[src/rtl/cbm_pkg.sv]
package cbm_pkg;
  localparam int CHR_REGS   = 6;
  localparam int PRG_REGS   = 3;
  localparam int CHR_BANK_W = 8;
  localparam int CHR_AW     = CHR_BANK_W + 10;
  localparam int DEC_W      = CHR_REGS + 1 + PRG_REGS;
  localparam int DEC_CTRL   = CHR_REGS;
  localparam logic [11:0] WIN_BASE = 12'h7EF;

  typedef logic [CHR_REGS-1:0][CHR_BANK_W-1:0] chr_vals_t;

  function automatic logic [5:0] rev6(input logic [7:0] d);
    logic [5:0] r;
    for (int j = 0; j < 6; j++) r[5-j] = d[j];
    return r;
  endfunction
endpackage

[src/rtl/cbm_regs.sv]
module cbm_regs
  import cbm_pkg::*;
#(
  parameter int PRG_BANKS = 16,
  localparam int PRG_BW = $clog2(PRG_BANKS)
) (
  input  logic                             clk,
  input  logic                             rst_n,
  input  logic                             we,
  input  logic [15:0]                      addr,
  input  logic [7:0]                       wdata,
  output chr_vals_t                        chr_vals,
  output logic                             swap,
  output logic                             mirror_vert,
  output logic [PRG_REGS-1:0][PRG_BW-1:0]  prg_banks
);
  logic             hit;
  logic [DEC_W-1:0] wen;
  logic [5:0]       rev;

  chr_vals_t                       chr_q, chr_d;
  logic [PRG_REGS-1:0][PRG_BW-1:0] prg_q, prg_d;
  logic                            swap_q, swap_d, mir_q, mir_d;

  assign hit = we && (addr[15:4] == WIN_BASE);
  assign rev = rev6(wdata);

  always_comb begin
    wen = '0;
    if (hit) begin
      for (int k = 0; k < CHR_REGS; k++)
        if (addr[3:0] == 4'(k)) wen[k] = 1'b1;
      if (addr[3:0] == 4'(DEC_CTRL)) wen[DEC_CTRL] = 1'b1;
      for (int p = 0; p < PRG_REGS; p++)
        if (addr[3:0] == 4'(10 + p)) wen[DEC_CTRL+1+p] = 1'b1;
    end
  end

  always_comb begin
    chr_d  = chr_q;
    prg_d  = prg_q;
    swap_d = swap_q;
    mir_d  = mir_q;
    for (int k = 0; k < CHR_REGS; k++)
      if (wen[k]) chr_d[k] = wdata;
    if (wen[DEC_CTRL]) begin
      mir_d  = wdata[0];
      swap_d = wdata[1];
    end
    for (int p = 0; p < PRG_REGS; p++)
      if (wen[DEC_CTRL+1+p]) prg_d[p] = rev[PRG_BW-1:0];
  end

  always_ff @(posedge clk or negedge rst_n) begin
    if (!rst_n) begin
      chr_q    <= '0;
      swap_q   <= 1'b0;
      mir_q    <= 1'b0;
      prg_q[0] <= '0;
      prg_q[1] <= PRG_BW'(1);
      prg_q[2] <= PRG_BW'(PRG_BANKS - 2);
    end else if (hit) begin
      chr_q  <= chr_d;
      swap_q <= swap_d;
      mir_q  <= mir_d;
      prg_q  <= prg_d;
    end
  end

  assign chr_vals    = chr_q;
  assign swap        = swap_q;
  assign mirror_vert = mir_q;
  assign prg_banks   = prg_q;

  assert_onehot_dec_R2: assert property (@(posedge clk) disable iff (!rst_n)
    $onehot0(wen));

  assert_hold_R2: assert property (@(posedge clk) disable iff (!rst_n)
    !hit |=> ($stable(chr_q) && $stable(prg_q) && $stable(swap_q) && $stable(mir_q)));

  assert_ctrl_R6: assert property (@(posedge clk) disable iff (!rst_n)
    wen[DEC_CTRL] |=> (mir_q == $past(wdata[0]) && swap_q == $past(wdata[1])));

  genvar gk;
  generate
    for (gk = 0; gk < CHR_REGS; gk++) begin : g_chr_chk
      assert_chr_load_R3: assert property (@(posedge clk) disable iff (!rst_n)
        wen[gk] |=> (chr_q[gk] == $past(wdata)));
    end
    for (gk = 0; gk < PRG_REGS; gk++) begin : g_prg_chk
      assert_prg_lsb_R7: assert property (@(posedge clk) disable iff (!rst_n)
        wen[DEC_CTRL+1+gk] |=> (prg_q[gk][0] == $past(wdata[5])));
    end
  endgenerate
endmodule

[src/rtl/cbm_prg_map.sv]
module cbm_prg_map
  import cbm_pkg::*;
#(
  parameter int PRG_BANKS = 16,
  localparam int PRG_BW = $clog2(PRG_BANKS),
  localparam int PRG_AW = PRG_BW + 13
) (
  input  logic [PRG_REGS-1:0][PRG_BW-1:0] prg_banks,
  input  logic [14:0]                     cpu_off,
  output logic [PRG_AW-1:0]               rom_addr
);
  logic [PRG_BW-1:0] bank;
  logic [1:0]        win;

  assign win = cpu_off[14:13];

  always_comb begin
    if (win == 2'd3) bank = PRG_BW'(PRG_BANKS - 1);
    else             bank = prg_banks[win];
  end

  assign rom_addr = {bank, cpu_off[12:0]};
endmodule

[src/rtl/cbm_chr_map.sv]
module cbm_chr_map
  import cbm_pkg::*;
(
  input  chr_vals_t           chr_vals,
  input  logic                swap,
  input  logic [12:0]         ppu_addr,
  output logic [CHR_AW-1:0]   rom_addr
);
  logic [2:0]            slot;
  logic [CHR_BANK_W-1:0] bank;

  assign slot = ppu_addr[12:10] ^ {swap, 2'b00};

  always_comb begin
    unique case (slot)
      3'd0, 3'd1: bank = {chr_vals[0][7:1], slot[0]};
      3'd2, 3'd3: bank = {chr_vals[1][7:1], slot[0]};
      3'd4:       bank = chr_vals[2];
      3'd5:       bank = chr_vals[3];
      3'd6:       bank = chr_vals[4];
      default:    bank = chr_vals[5];
    endcase
  end

  assign rom_addr = {bank, ppu_addr[9:0]};
endmodule

[src/rtl/cart_bank_mapper.sv]
module cart_bank_mapper
  import cbm_pkg::*;
#(
  parameter int PRG_BANKS = 16,
  localparam int PRG_BW = $clog2(PRG_BANKS),
  localparam int PRG_AW = PRG_BW + 13
) (
  input  logic              clk,
  input  logic              rst_n,
  input  logic              cpu_we,
  input  logic [15:0]       cpu_addr,
  input  logic [7:0]        cpu_wdata,
  input  logic [12:0]       ppu_addr,
  output logic [PRG_AW-1:0] prg_rom_addr,
  output logic [CHR_AW-1:0] chr_rom_addr,
  output logic              mirror_vert
);
  chr_vals_t                       chr_vals;
  logic                            swap;
  logic [PRG_REGS-1:0][PRG_BW-1:0] prg_banks;

  cbm_regs #(.PRG_BANKS(PRG_BANKS)) u_regs (
    .clk         (clk),
    .rst_n       (rst_n),
    .we          (cpu_we),
    .addr        (cpu_addr),
    .wdata       (cpu_wdata),
    .chr_vals    (chr_vals),
    .swap        (swap),
    .mirror_vert (mirror_vert),
    .prg_banks   (prg_banks)
  );

  cbm_prg_map #(.PRG_BANKS(PRG_BANKS)) u_prg (
    .prg_banks (prg_banks),
    .cpu_off   (cpu_addr[14:0]),
    .rom_addr  (prg_rom_addr)
  );

  cbm_chr_map u_chr (
    .chr_vals (chr_vals),
    .swap     (swap),
    .ppu_addr (ppu_addr),
    .rom_addr (chr_rom_addr)
  );

  assert_fixed_top_R8: assert property (@(posedge clk) disable iff (!rst_n)
    (cpu_addr[14:13] == 2'b11) |-> (prg_rom_addr[PRG_AW-1:13] == PRG_BW'(PRG_BANKS - 1)));

  assert_chr_offset_R4: assert property (@(posedge clk) disable iff (!rst_n)
    chr_rom_addr[9:0] == ppu_addr[9:0]);
endmodule

[config.mk]
export PLATFORM = sky130hd
export DESIGN_NAME = cart_bank_mapper
export DESIGN_NICKNAME = d
export VERILOG_FILES = /design/src/rtl/cbm_pkg.sv /design/src/rtl/cbm_regs.sv /design/src/rtl/cbm_prg_map.sv /design/src/rtl/cbm_chr_map.sv /design/src/rtl/cart_bank_mapper.sv
export SDC_FILE = /design/constraint.sdc
export NUM_CORES = 1
export LEC_CHECK = 0
export BUFFER_PORTS_ARGS = -buffer_cell sky130_fd_sc_hd__buf_2
export CAP_MARGIN = 25
export CELL_PAD_IN_SITES_DETAIL_PLACEMENT = 1
export CELL_PAD_IN_SITES_GLOBAL_PLACEMENT = 1
export CORE_UTILIZATION = 25
export CTS_CLUSTER_DIAMETER = 80
export DETAILED_ROUTE_END_ITERATION = 8
export GPL_TIMING_DRIVEN = 0
export PLACE_DENSITY_LB_ADDON = 0.15
export RECOVER_POWER = 25
export SYNTH_ARGS = -nofsm -noshare
export SYNTH_HDL_FRONTEND = slang
export SYNTH_SLANG_ARGS = --single-unit
[constraint.sdc]
create_clock -name clk -period 1.8 [get_ports clk]
set_input_delay 0.09 -clock clk [delete_from_list [all_inputs] [get_ports clk]]
set_output_delay 0.09 -clock clk [all_outputs]
set_load 0.1 [all_outputs]
* Word level (Yosys, flattened, before mapping)
Cells that the tools add are included.
** Word-level totals
- Input bits :: 40
- Output and inout bits :: 36
- Register bits after elaboration :: 62
- Logic and storage cells :: 60
** Operators by class
- Magnitude comparators :: 1
- Equal/unequal tests :: 17
- Bitwise gates (word level) :: 1
- Reductions and logical operators :: 15
- Multiplexer cells :: 15
** Operators with widths (count)
- case mux 8 bit (5 select lines) :: 1
- AND reduction 2 bit :: 10
- == test 12 x 11 -> 1 bit, second input constant :: 1
- == test 4 x 3 -> 1 bit, second input constant :: 3
- == test 4 bit, second input constant :: 3
- 2-to-1 mux 1 bit :: 10
- 2-to-1 mux 10 bit :: 1
- == test 3 bit, second input constant :: 3
- binary-select mux 4 bit (select 2 bit) :: 1
- == test 4 x 2 -> 1 bit, second input constant :: 2
- 2-to-1 mux 4 bit :: 2
- == test 3 x 2 -> 1 bit, second input constant :: 2
- == test 4 x 1 -> 1 bit, second input constant :: 1
- zero test 4 bit :: 1
- OR reduction 2 bit :: 2
- == test 3 x 1 -> 1 bit, second input constant :: 1
- zero test 3 bit :: 1
- < comparator 2 x 3 -> 1 bit, second input constant :: 1
- bitwise XOR 3 bit :: 1
- == test 2 bit, second input constant :: 1
- logical AND 1 bit :: 1

* Logic depth before layout (Yosys ltp)
Gate-level depths: netlist (run 1).
- Depth in word-level cells :: 4
- Depth in mapped cells :: 5
- Mapped depth without buffers :: 4

* Modules after synthesis
From an unflattened synthesis (run 1), not the netlist that was laid out.
** Unflattened totals
- Cells, all modules :: 233
- Area, all modules :: 3119.2 µm²
** By module, submodules not included
- cbm_regs :: cells each 145, area an instance 2427.3 µm², sequential area each 1556.5 µm², times used 1
- cbm_chr_map :: cells each 66, area an instance 505.5 µm², sequential area each 0.0 µm², times used 1
- cbm_prg_map :: cells each 22, area an instance 186.4 µm², sequential area each 0.0 µm², times used 1

* Worst setup path after synthesis (run 1)
Ideal clock, no wire load.
- Kind :: register -> output
- Start :: reg u_regs.swap_q (netlist: u_regs.swap)
- End :: out chr_rom_addr[10]
- Arrival time :: 3.318 ns
- Slack :: -1.608 ns
- Path buffers :: 1
- Cell stages (with the launch flop) :: 5
- Required time :: 1.710 ns
- Cell sequence :: dfrtp_1 -> xnor2_1 -> clkbuf_1 -> nor4_1 -> a221oi_1
** Between the ends
- Longest elaborated chain between the ends :: 4
- Elaborated cells on any way between the ends :: 11
- Those cells by class :: 6 x eq/ne; 1 x mux; 1 x bitwise; 3 x reduce/logical
** RTL lines
- from (decl) :: line cbm_regs.sv:23 : logic swap_q, swap_d, mir_q, mir_d;
- from (signal assigned) :: line cbm_regs.sv:64 : swap_q <= swap_d;
- bitwise XOR 3 bit * :: line cbm_chr_map.sv:12 : assign slot = ppu_addr[12:10] ^ {swap, 2'b00};
- == test 3 x 2 -> 1 bit, or another cell as far along :: line cbm_chr_map.sv:15 : unique case (slot)
- OR reduction 2 bit :: line cbm_chr_map.sv:15
- case mux 8 bit (5 select lines) * :: line cbm_chr_map.sv:15
- to (decl) :: line cart_bank_mapper.sv:15 : output logic [CHR_AW-1:0] chr_rom_addr,
Mark *: on every way between the ends. The rest lies on a longest branch, timed or not.

* Worst setup path in the final report (run 1)
Ends and elaborated chain as after synthesis.

==> results of run 1 <==
-- logic make-up (layout without fill, tap and decap cells) --
kind of cell	Yosys count	count (layout)	synth area share (%)
AO/OA/AOI/OAI	43	43	10.3
XOR/XNOR	2	2	0.571
buffers and inverters	31	123	6.60
flip-flops	60	60	49.1
multiplexers	64	64	23.5
AND/OR/NAND/NOR	44	44	10.0
-- how the worst min path moves through the flow --
stage / slack [ns] / cells past startpoint / endpoint / start
after floorplan: -0.21 / 0 / u_regs.chr_vals[10]$_DFFE_PN0P_ / rst_n
after global placement: 0.41 / 2 / u_regs.chr_vals[16]$_DFFE_PN0P_ / cpu_wdata[0]
after detailed placement: 0.24 / 1 / u_regs.chr_vals[6]$_DFFE_PN0P_ / rst_n
after CTS: 0.08 / 2 / u_regs.chr_vals[16]$_DFFE_PN0P_ / cpu_wdata[0]
after global routing: 0.09 / 2 / u_regs.chr_vals[40]$_DFFE_PN0P_ / cpu_wdata[0]
final: 0.09 / 2 / u_regs.chr_vals[47]$_DFFE_PN0P_ / cpu_wdata[7]
-- worst max-delay path: cells and delay by family (launching register included) --
kind,cells,cell delay (ns)
compound gates,3,0.50
flops,1,0.47
buf+inv,2,0.32
xor+xnor,1,0.18
-- power groups by stage --
stage / Combinational (mW) / Sequential [mW] / Clock, mW
5_1_grt: 0.632 / 1.35 / 1.86
6_report: 0.602 / 1.35 / 1.75
4_1_cts: 0.610 / 1.35 / 1.80
3_3_place_gp: 0.555 / 1.37 / 0
3_5_place_dp: 0.558 / 1.37 / 0
2_1_floorplan: 0.401 / 1.37 / 0
-- layer usage --
layer / routed length (um) / vias up
met4: 185 / 0
met2: 4380 / 41
met1: 3720 / 1147
met3: 178 / 14
li1: - / 1081
met5: 0 / -
-- registers in the layout (all words and copies together), names as in the netlist --
signal / flops
u_regs.chr_vals: 46
u_regs.swap: 1
u_regs.mirror_vert: 1
u_regs.prg_banks: 12
-- cells in the mapped netlist (all sizes together), types with 3 or more instances --
cell / n / share of area, %
nand3: 12 / 2.4
a21oi: 8 / 1.3
nor2b: 3 / 0.61
dfstp: 4 / 3.4
nand4: 4 / 1.0
clkbuf: 6 / 0.73
buf: 23 / 5.6
o22a: 4 / 1.1
nand4b: 3 / 1.3
nor2: 3 / 0.37
a21o: 7 / 1.7
nand2b: 8 / 1.6
and3: 7 / 1.4
o2111ai: 7 / 2.0
mux2: 64 / 23
o211ai: 14 / 3.4
dfrtp: 56 / 46
-- cell type report --
class | instances | area [sq um]
Inverter | 2 | 7.51
Fill cell | 1328 | 7720
Sequential cell | 60 | 1510
Buffer | 29 | 200
Tap cell | 147 | 184
Multi-Input combinational cell | 153 | 1550
Clock buffer | 12 | 256
Timing Repair Buffer | 76 | 539
Clock inverter | 4 | 47.5
-- what timing repair did --
item,CTS,global route
setup buffers,8,3
hold endpoints to repair,56,0
hold buffers,1,0
endpoints found under the setup margin,8,25
gates resized for setup,48,12
gates cloned,0,0
pin swaps,7,8
==> results, run 1 <==
- For this run, the slowest stage of the critical path takes 0.47 ns.
- The first TritonRoute pass finished after 4 iterations.
- The met1 track utilization from global routing is a little under a fifth.
- Across all register-to-register paths, the minimum setup slack is a little over 0.9 ns.
- The worst pin sits at a relative slew slack of 7.15%.
- After synthesis, the share of flip-flops with an asynchronous set or reset is 100%.
- In this run the clock root is driven by a sky130_fd_sc_hd__clkbuf_16.
- Of the total power, the share spent switching nets is 28.9%.
- The number of remaining DRC errors is 0.
- The initial antenna violation count is 0.
- The total power divided by cell area is 863 mW/mm^2.
- The later-pin clock latency in the skew report is 0.32 ns.
- The number of enable flip-flop cells after synthesis is 0.
- The most common cell after layout, fill and taps aside is sky130_fd_sc_hd__mux2_2.
- Detailed placement ended at an HPWL of 5630 um.
- The cell total after placement is 455.
- The critical path in this run is classified as reg -> out.
- Once layout is done, the placed cells without fillers occupy 0.00429 sq mm.
- The number of buffers between clock root and the deepest sink is 2.
- In this run the horizontal extent of the chip is 113 um.
- The main flop type after synthesis is sky130_fd_sc_hd__dfrtp_1.
- The tightest min-delay check is of the in -> reg type.
- Walking the worst path, the cells encountered are xnor2_4 -> buf_6 -> o21a_1 -> a21oi_2 -> a221oi_4 -> buf_12.
- After synthesis, the mean cell area works out to approximately 13 sq um.
- The die covers around 0.013 sq mm.
- The number of cell rows is 40.
- The count of final hold-check violations came to 0.
- The fmax is 527 MHz.
- Counting cells, the worst reg-to-reg path comes to 1.
- The number of placed I/O pins is 76.
- The pre-CTS setup slack is -0.331 ns.
- The clock-pin slew on the worst setup and hold paths is 0.05 ns.
- The synthesized area is 0.00307 sq mm.
- The synthesized netlist net count is 284.
- TritonCTS built the clock tree.
- The most critical setup path has its startpoint at u_regs.swap$_DFFE_PN0P_.
- The run finished, with violations left.
- STA classifies the critical path startpoint as a flop.
- Max-cap violations in this run came to 0.
- Global routing consumed, on the met3 layer, under 10% of the routing resources.
- The global-route wire length before repair is 13600 um.
- The required time of the critical path is 1.71 ns.
- The static leakage power is 2.09 nW.
- Setup repair after global routing could not meet its margin everywhere.
- The checks that failed: setup timing.
- The worst setup path is captured at a primary output.
- The final max-slew violation count is 0.
- 0 antenna diodes ended up in the layout.
- The number of buffers created by CTS is 9.
- The switching power is approximately 1.1 mW.
- The total routing resource utilization after global routing is 14.4%.
- In this run the remaining antenna-violating nets after routing total 0.
- The cell type of the slowest stage on the worst timing path is sky130_fd_sc_hd__dfrtp_2.
- The most used routing layer in global routing is met2.
- The distinct cell type count of the synthesized netlist is 30.
- From bottom edge to top edge, the die measures roughly 110 um.
- In the final timing run, aggregate negative setup slack is -0.343 ns.
- In the final routed layout, each cell accounts on average for 17.5 um.
- The net count of the finished layout is 371.
- The transition time at the pin with the least slew margin is 1.39 ns.
- The worst clock skew on the final layout is 0 ns.
- The total detailed-routing wirelength is 8460 um.
- The destination of the critical timing path is chr_rom_addr[10].
- The worst register-to-register path begins at u_regs.swap$_DFFE_PN0P_.
- Sequential cells burn 36.5% of the power.
- The via count of the first global-routing pass is 2469.
- The share of power burned in combinational logic is 16.3%.
- Once layout is complete, the utilization of the core stands at 35.7%.
- The synthesized flop and latch total is 60.
- The final-report setup violation count is 8.
- The worst hold margin is 0.0875 ns.
- The clock network power share is 47.3%.
- Of the available clock period, the critical path in the final layout requires 105%.
- The fraction of final layout cells sized beyond drive strength 1 is 57.1%.
- Global routing consumed, on the met2 layer, 24.4% of the routing resources.
- The final cell count without fillers is between 400 and 500.
- Entering global routing, the biggest net connects 61 pins.
- The overall overflow remaining after global route is 0.
- The area growth from synthesis to layout is 39.8%.
- Sequential cells were found to cover 49.1% of the synthesized design area.
- The yosys synthesis warning count is 0.
- Counting every instance in the synthesized netlist gives 244.
- Port buffering added 64 buffers.
- The initial cell density of the core is 25.6%.
- Using the TritonRoute via totals, the vias-per-cell ratio works out to 4.73.
- The top cell types in the final layout, fill and taps aside, are 64 x sky130_fd_sc_hd__mux2_2, 55 x sky130_fd_sc_hd__dfrtp_1, 33 x sky130_fd_sc_hd__buf_2, 29 x sky130_fd_sc_hd__buf_4, 28 x sky130_fd_sc_hd__clkbuf_1.
- The worst-case vdd ir drop is 0.388 mV.
- The cell-internal power is 2.63 mW.
- The maximum level of the CTS H-tree is 3.
- In this run the standard cell core region covers 0.0120 sq mm.
- The vias after detailed routing is 2283.
- The post-route worst setup slack is -0.0962 ns.
- The total power after layout is 3.70 mW.
- Once placement finished, the instance area stood at approximately 0.0036 sq mm.
- The data arrival time of the critical path is about 1.8 ns.
- Counting I/O delays and the setup requirement, the final critical path takes between 1.5 and 2 ns.
- The number of violations reported at the end of detailed-routing iteration 0 is 68.
- Routability-driven placement finished with a final weighted congestion of 0.685.
- The reg-to-reg critical path endpoint is u_regs.swap$_DFFE_PN0P_.
- In this run the worst path has a maximum fanout of 3.
- The number of sinks on the clock net is 60.
Note: power is estimated with default switching activity, not from simulation.
==> run 2: changes to the inputs <==
- ABC_AREA: unset -> 1
- BUFFER_PORTS_ARGS: -buffer_cell sky130_fd_sc_hd__buf_2 -> -buffer_cell sky130_fd_sc_hd__clkbuf_2
- TNS_END_PERCENT: unset -> 1
==> run 2 against run 1 <==
Effect of this change: the flow still finishes with violations (setup timing); routed wire length grew 54%; setup slack better by 0.075 ns; flip-flop and latch count unchanged; count of clock-buffer cells in the layout is 1 higher; synthesized cell count up 95%; first-iteration DRC count increased to 2.8 times the previous value; design area up 14%; non-clock buffer count grew 9; register-to-register slack improved by 0.09 ns.
==> results, run 2 <==
- The instance count on the critical path is 8 (+2).
- The via count of the first global-routing pass came to 3766 (+53%).
- The later-pin clock latency in the skew report is 0.33 ns (about the same).
- The global-route wire length before repair is 20500 um (+50%).
- The cell taking the most area after synthesis is sky130_fd_sc_hd__dfrtp_1.
- The count of port buffers added during placement came to 60 (-6.3%).
- The number of stages on the worst hold path is 3 (+1).
- The global routing usage on met3 is 3.29% (+0.77 points).
- The initial antenna violation count is 0 (unchanged).
- The final max-slew violation count is 0 (unchanged).
- The number of remaining DRC errors is 0 (unchanged).
- The core box area was 0.0138 sq mm (+15%).
- The main flop type after synthesis is sky130_fd_sc_hd__dfrtp_1.
- The top cell types in the final layout, fill and taps aside, are 167 x sky130_fd_sc_hd__nand2_1, 66 x sky130_fd_sc_hd__nand4_1, 55 x sky130_fd_sc_hd__clkbuf_2, 55 x sky130_fd_sc_hd__dfrtp_1.
- The detailed-route vias per instance is 4.84 (+2.5%).
- Clock tree synthesis selected as its root buffer the cell sky130_fd_sc_hd__clkbuf_16.
- The number of diodes added for antenna fixing came to 0 (unchanged).
- The highest cell delay on the worst timing path came to 0.44 ns (-0.03 ns).
- The number of violations reported at the end of detailed-routing iteration 0 is 189 (+180%).
- The post-route worst setup slack is -0.0214 ns (+0.0749 ns).
- The floorplan die width is 121 um (+7.1%).
- The overall overflow remaining after global route is 0 (unchanged).
- In this run the worst hold path is classified as in -> reg.
- The static leakage power is 2.60 nW (+24%).
- The cell type of the slowest stage on the worst timing path is sky130_fd_sc_hd__dfrtp_2.
- The pre-CTS setup slack is -0.412 ns (-0.0816 ns).
- The critical path is of the reg -> out type.
- The met1 track utilization from global routing is 25.0% (+7.0 points).
- The yosys synthesis warning count is 0 (unchanged).
- Counting stages on the worst path, the most repeated cell is sky130_fd_sc_hd__nand3_2.
- The transition time at the pin with the least slew margin is 0.892 ns (-0.501 ns).
- The overall die area is 0.0146 sq mm (+15%).
- The minimum clock period after layout is 1.82 ns (-0.0749 ns).
- The number of sinks on the clock net is 60 (unchanged).
- The flow ran to the end, but the final reports show violations.
- The setup TNS is -0.0247 ns (+0.318 ns).
- Setup repair after global routing could not meet its margin everywhere.
- The worst-case vdd ir drop is 0.357 mV (-8.1%).
- The required time of the critical path was 1.71 ns (about the same).
- The maximum level of the CTS H-tree is 3 (unchanged).
- The total detailed-routing wirelength is 13100 um (+54%).
- TritonCTS built the clock tree.
- After global routing, the most crowded layer is met2.
- The total buffers and inverters traversed by the critical path came to 2 (unchanged).
- The met2 routing resource usage after global routing is 31.1% (+6.6 points).
- The distinct cell type count of the synthesized netlist was 24 (-20%).
- The count of TritonRoute iterations in the first routing pass is 4 (unchanged).
- After synthesis, the most frequently instantiated cells are 185 x sky130_fd_sc_hd__nand2_1, 66 x sky130_fd_sc_hd__nand4_1, 56 x sky130_fd_sc_hd__dfrtp_1.
- The gate count after technology mapping is 476 (+95%).
- The number of placed I/O pins is 76 (unchanged).
- The worst clock skew on the final layout is 0 ns (unchanged).
- The maximum number of pins on one net before global-route repair is 61 (unchanged).
- The area growth from synthesis to layout is 38.9%.
- The synthesized flop and latch total came to 60 (unchanged).
- The count of final hold-check violations is 0 (unchanged).
- The vias after detailed routing is 3589 (+57%).
- Traced cell by cell, the critical path runs through nand2_1 -> nand2_4 -> buf_12 -> nand3_2 -> nand2_2 -> nor2_4 -> nand3_2 -> clkbuf_16.
- The share of synthesized registers carrying an async set or reset is 100% (unchanged).
- The synthesized area came to 0.00353 sq mm (+15%).
- The number of cell rows is 43 (+7.5%).
- The total half-perimeter wirelength after legalization and detailed placement was 9060 um (+61%).
- The clock-pin slew on the worst setup and hold paths is 0.05 ns (about the same).
- After synthesis, the cell types taking the most area are sky130_fd_sc_hd__dfrtp_1 40%, sky130_fd_sc_hd__nand2_1 20%, sky130_fd_sc_hd__nand4_1 12%.
- The routed wire length per instance came to 17.6 um (+0.66%).
- The number of max-cap violations is 0 (unchanged).
- The fmax is 549 MHz (+4.1%).
- The number of flip-flops under the largest register name was 46 (unchanged).
- The total power divided by cell area came to 750 mW/mm^2 (-13%).
- The data arrival time of the critical path is 1.73 ns (-0.08 ns).
- The total routing resource utilization after global routing was 18.7% (+4.3 points).
- The family with the most delay on the worst path is simple AND/OR/NAND/NOR gates.
- The library cell used most frequently in the layout, excluding fill and tap cells, is sky130_fd_sc_hd__nand2_1.
- The number of buffers created by CTS is 9 (unchanged).
- The checks that failed: setup timing.
- The synthesized area per cell is 7.42 sq um (-41%).
- The worst-path maximum fanout was 7 (+4).
- The vertical extent of the die is 121 um (+7.1%).
- The count of nets left with antenna violations after detail routing is 0 (unchanged).
- The top cell type's share of synthesized area came to 39.7% (-6.0 points).
- The final-report setup violation count is 2 (-6).
- The worst relative slew slack came to 40.5% (+33 points).
- Yosys instantiated no cell more often than sky130_fd_sc_hd__nand2_1.
- The sequential-to-total area share from yosys stat is 42.6% (-6.4 points).
- The number of enable flip-flop cells after synthesis came to 0 (unchanged).
- The fraction of final layout cells sized beyond drive strength 1 is 34.4% (-23 points).
- The cell depth of the worst flop-to-flop path is 3 (+2).
- The initial cell density of the core is 25.5% (about the same).
- The number of buffers between clock root and the deepest sink is 2 (unchanged).
- The final clock period utilization by the worst path is 101% (-4.2 points).
- The final weighted congestion in routability-driven placement came to 0.771 (+13%).
- The final net count came to 597 (+61%).
- The synthesized netlist net count is 516 (+82%).
- The worst setup path is launched from a flop.
- The category of the worst setup path capture point is a primary output.
## run 2: cell count changes after synthesis, sizes merged, moves of 7 or more
| cell | before | now |
|---|---|---|
| o2111ai | 7 | 0 |
| nand2b | 8 | 0 |
| nor2 | 3 | 32 |
| o211ai | 14 | 0 |
| and3 | 7 | 0 |
| nand4 | 4 | 66 |
| buf | 23 | 37 |
| nand3 | 12 | 46 |
| a21o | 7 | 0 |
| mux2 | 64 | 0 |
| nand2 | 1 | 186 |
| inv | 0 | 30 |
## run 2: repair_timing
item / in CTS / in global routing
resized for setup: 78 / 25
endpoints found under the setup margin: 8 / 8
hold buffers: 1 / 0
hold endpoints to repair: 56 / 0
cloned: 3 / 0
pin swaps: 23 / 22
setup buffers: 5 / 0
## run 2: worst register-to-register path, stage by stage, from the launching register on
cell	delay (ns)
sky130_fd_sc_hd__dfrtp_2	0.44
sky130_fd_sc_hd__buf_4	0.14
sky130_fd_sc_hd__nand2_1	0.05
sky130_fd_sc_hd__nand2_1	0.05
## run 2: path summary, 6_finish.rpt
path / from / to / slack (ns)
setup / recovery: u_regs.swap$_DFFE_PN0P_ / chr_rom_addr[15] / -0.02
max in group asynchronous: rst_n / u_regs.swap$_DFFE_PN0P_ / 0.63
setup reg to reg: u_regs.swap$_DFFE_PN0P_ / u_regs.swap$_DFFE_PN0P_ / 1.01
hold / removal: cpu_wdata[0] / u_regs.chr_vals[32]$_DFFE_PN0P_ / 0.15
hold reg to reg: u_regs.chr_vals[46]$_DFFE_PN0P_ / u_regs.chr_vals[46]$_DFFE_PN0P_ / 0.47
min in group asynchronous: rst_n / u_regs.chr_vals[25]$_DFFE_PN0P_ / 0.56
## run 2: routing by layer
| metal | vias up | share of wire (%) |
|---|---|---|
| met5 | - | 0 |
| met4 | 0 | 1.3 |
| met3 | 14 | 3.2 |
| met2 | 59 | 49 |
| met1 | 1789 | 47 |
| li1 | 1727 | - |
## run 2: cell type report
cell class	instances	area (sq um)
Clock buffer	13	250
Fill cell	1660	8920
Buffer	45	343
Timing Repair Buffer	69	564
Multi-Input combinational cell	342	1870
Inverter	30	113
Clock inverter	2	35.0
Tap cell	180	225
Sequential cell	60	1510
## run 2: stage by stage
step           power, mW  instances  cell area, sq um  utilization (%)  hold slack (ns)
5_1_grt             3.81        741              4910             35.5            0.130
4_1_cts             3.71        741              4830             34.9            0.124
3_3_place_gp        1.95        716              4070             29.4            0.455
3_5_place_dp        1.96        717              4100             29.6            0.149
6_report            3.68        741              4910             35.5            0.147
2_1_floorplan       1.78        476              3540                -           -0.206
## run 2: report_power, final
part           switching (mW)  internal, mW
clock                   0.601          1.10
combinational           0.492         0.138
sequential           0.000313          1.35
total                    1.09          2.59
## run 2: cell families after synthesis
kind of cell / after synthesis / synth area share [%]
AOI/OAI and AO/OA: 8 / 1.56
DFF: 60 / 42.6
buffers and inverters: 75 / 12.4
and+or+nand+nor: 333 / 43.4
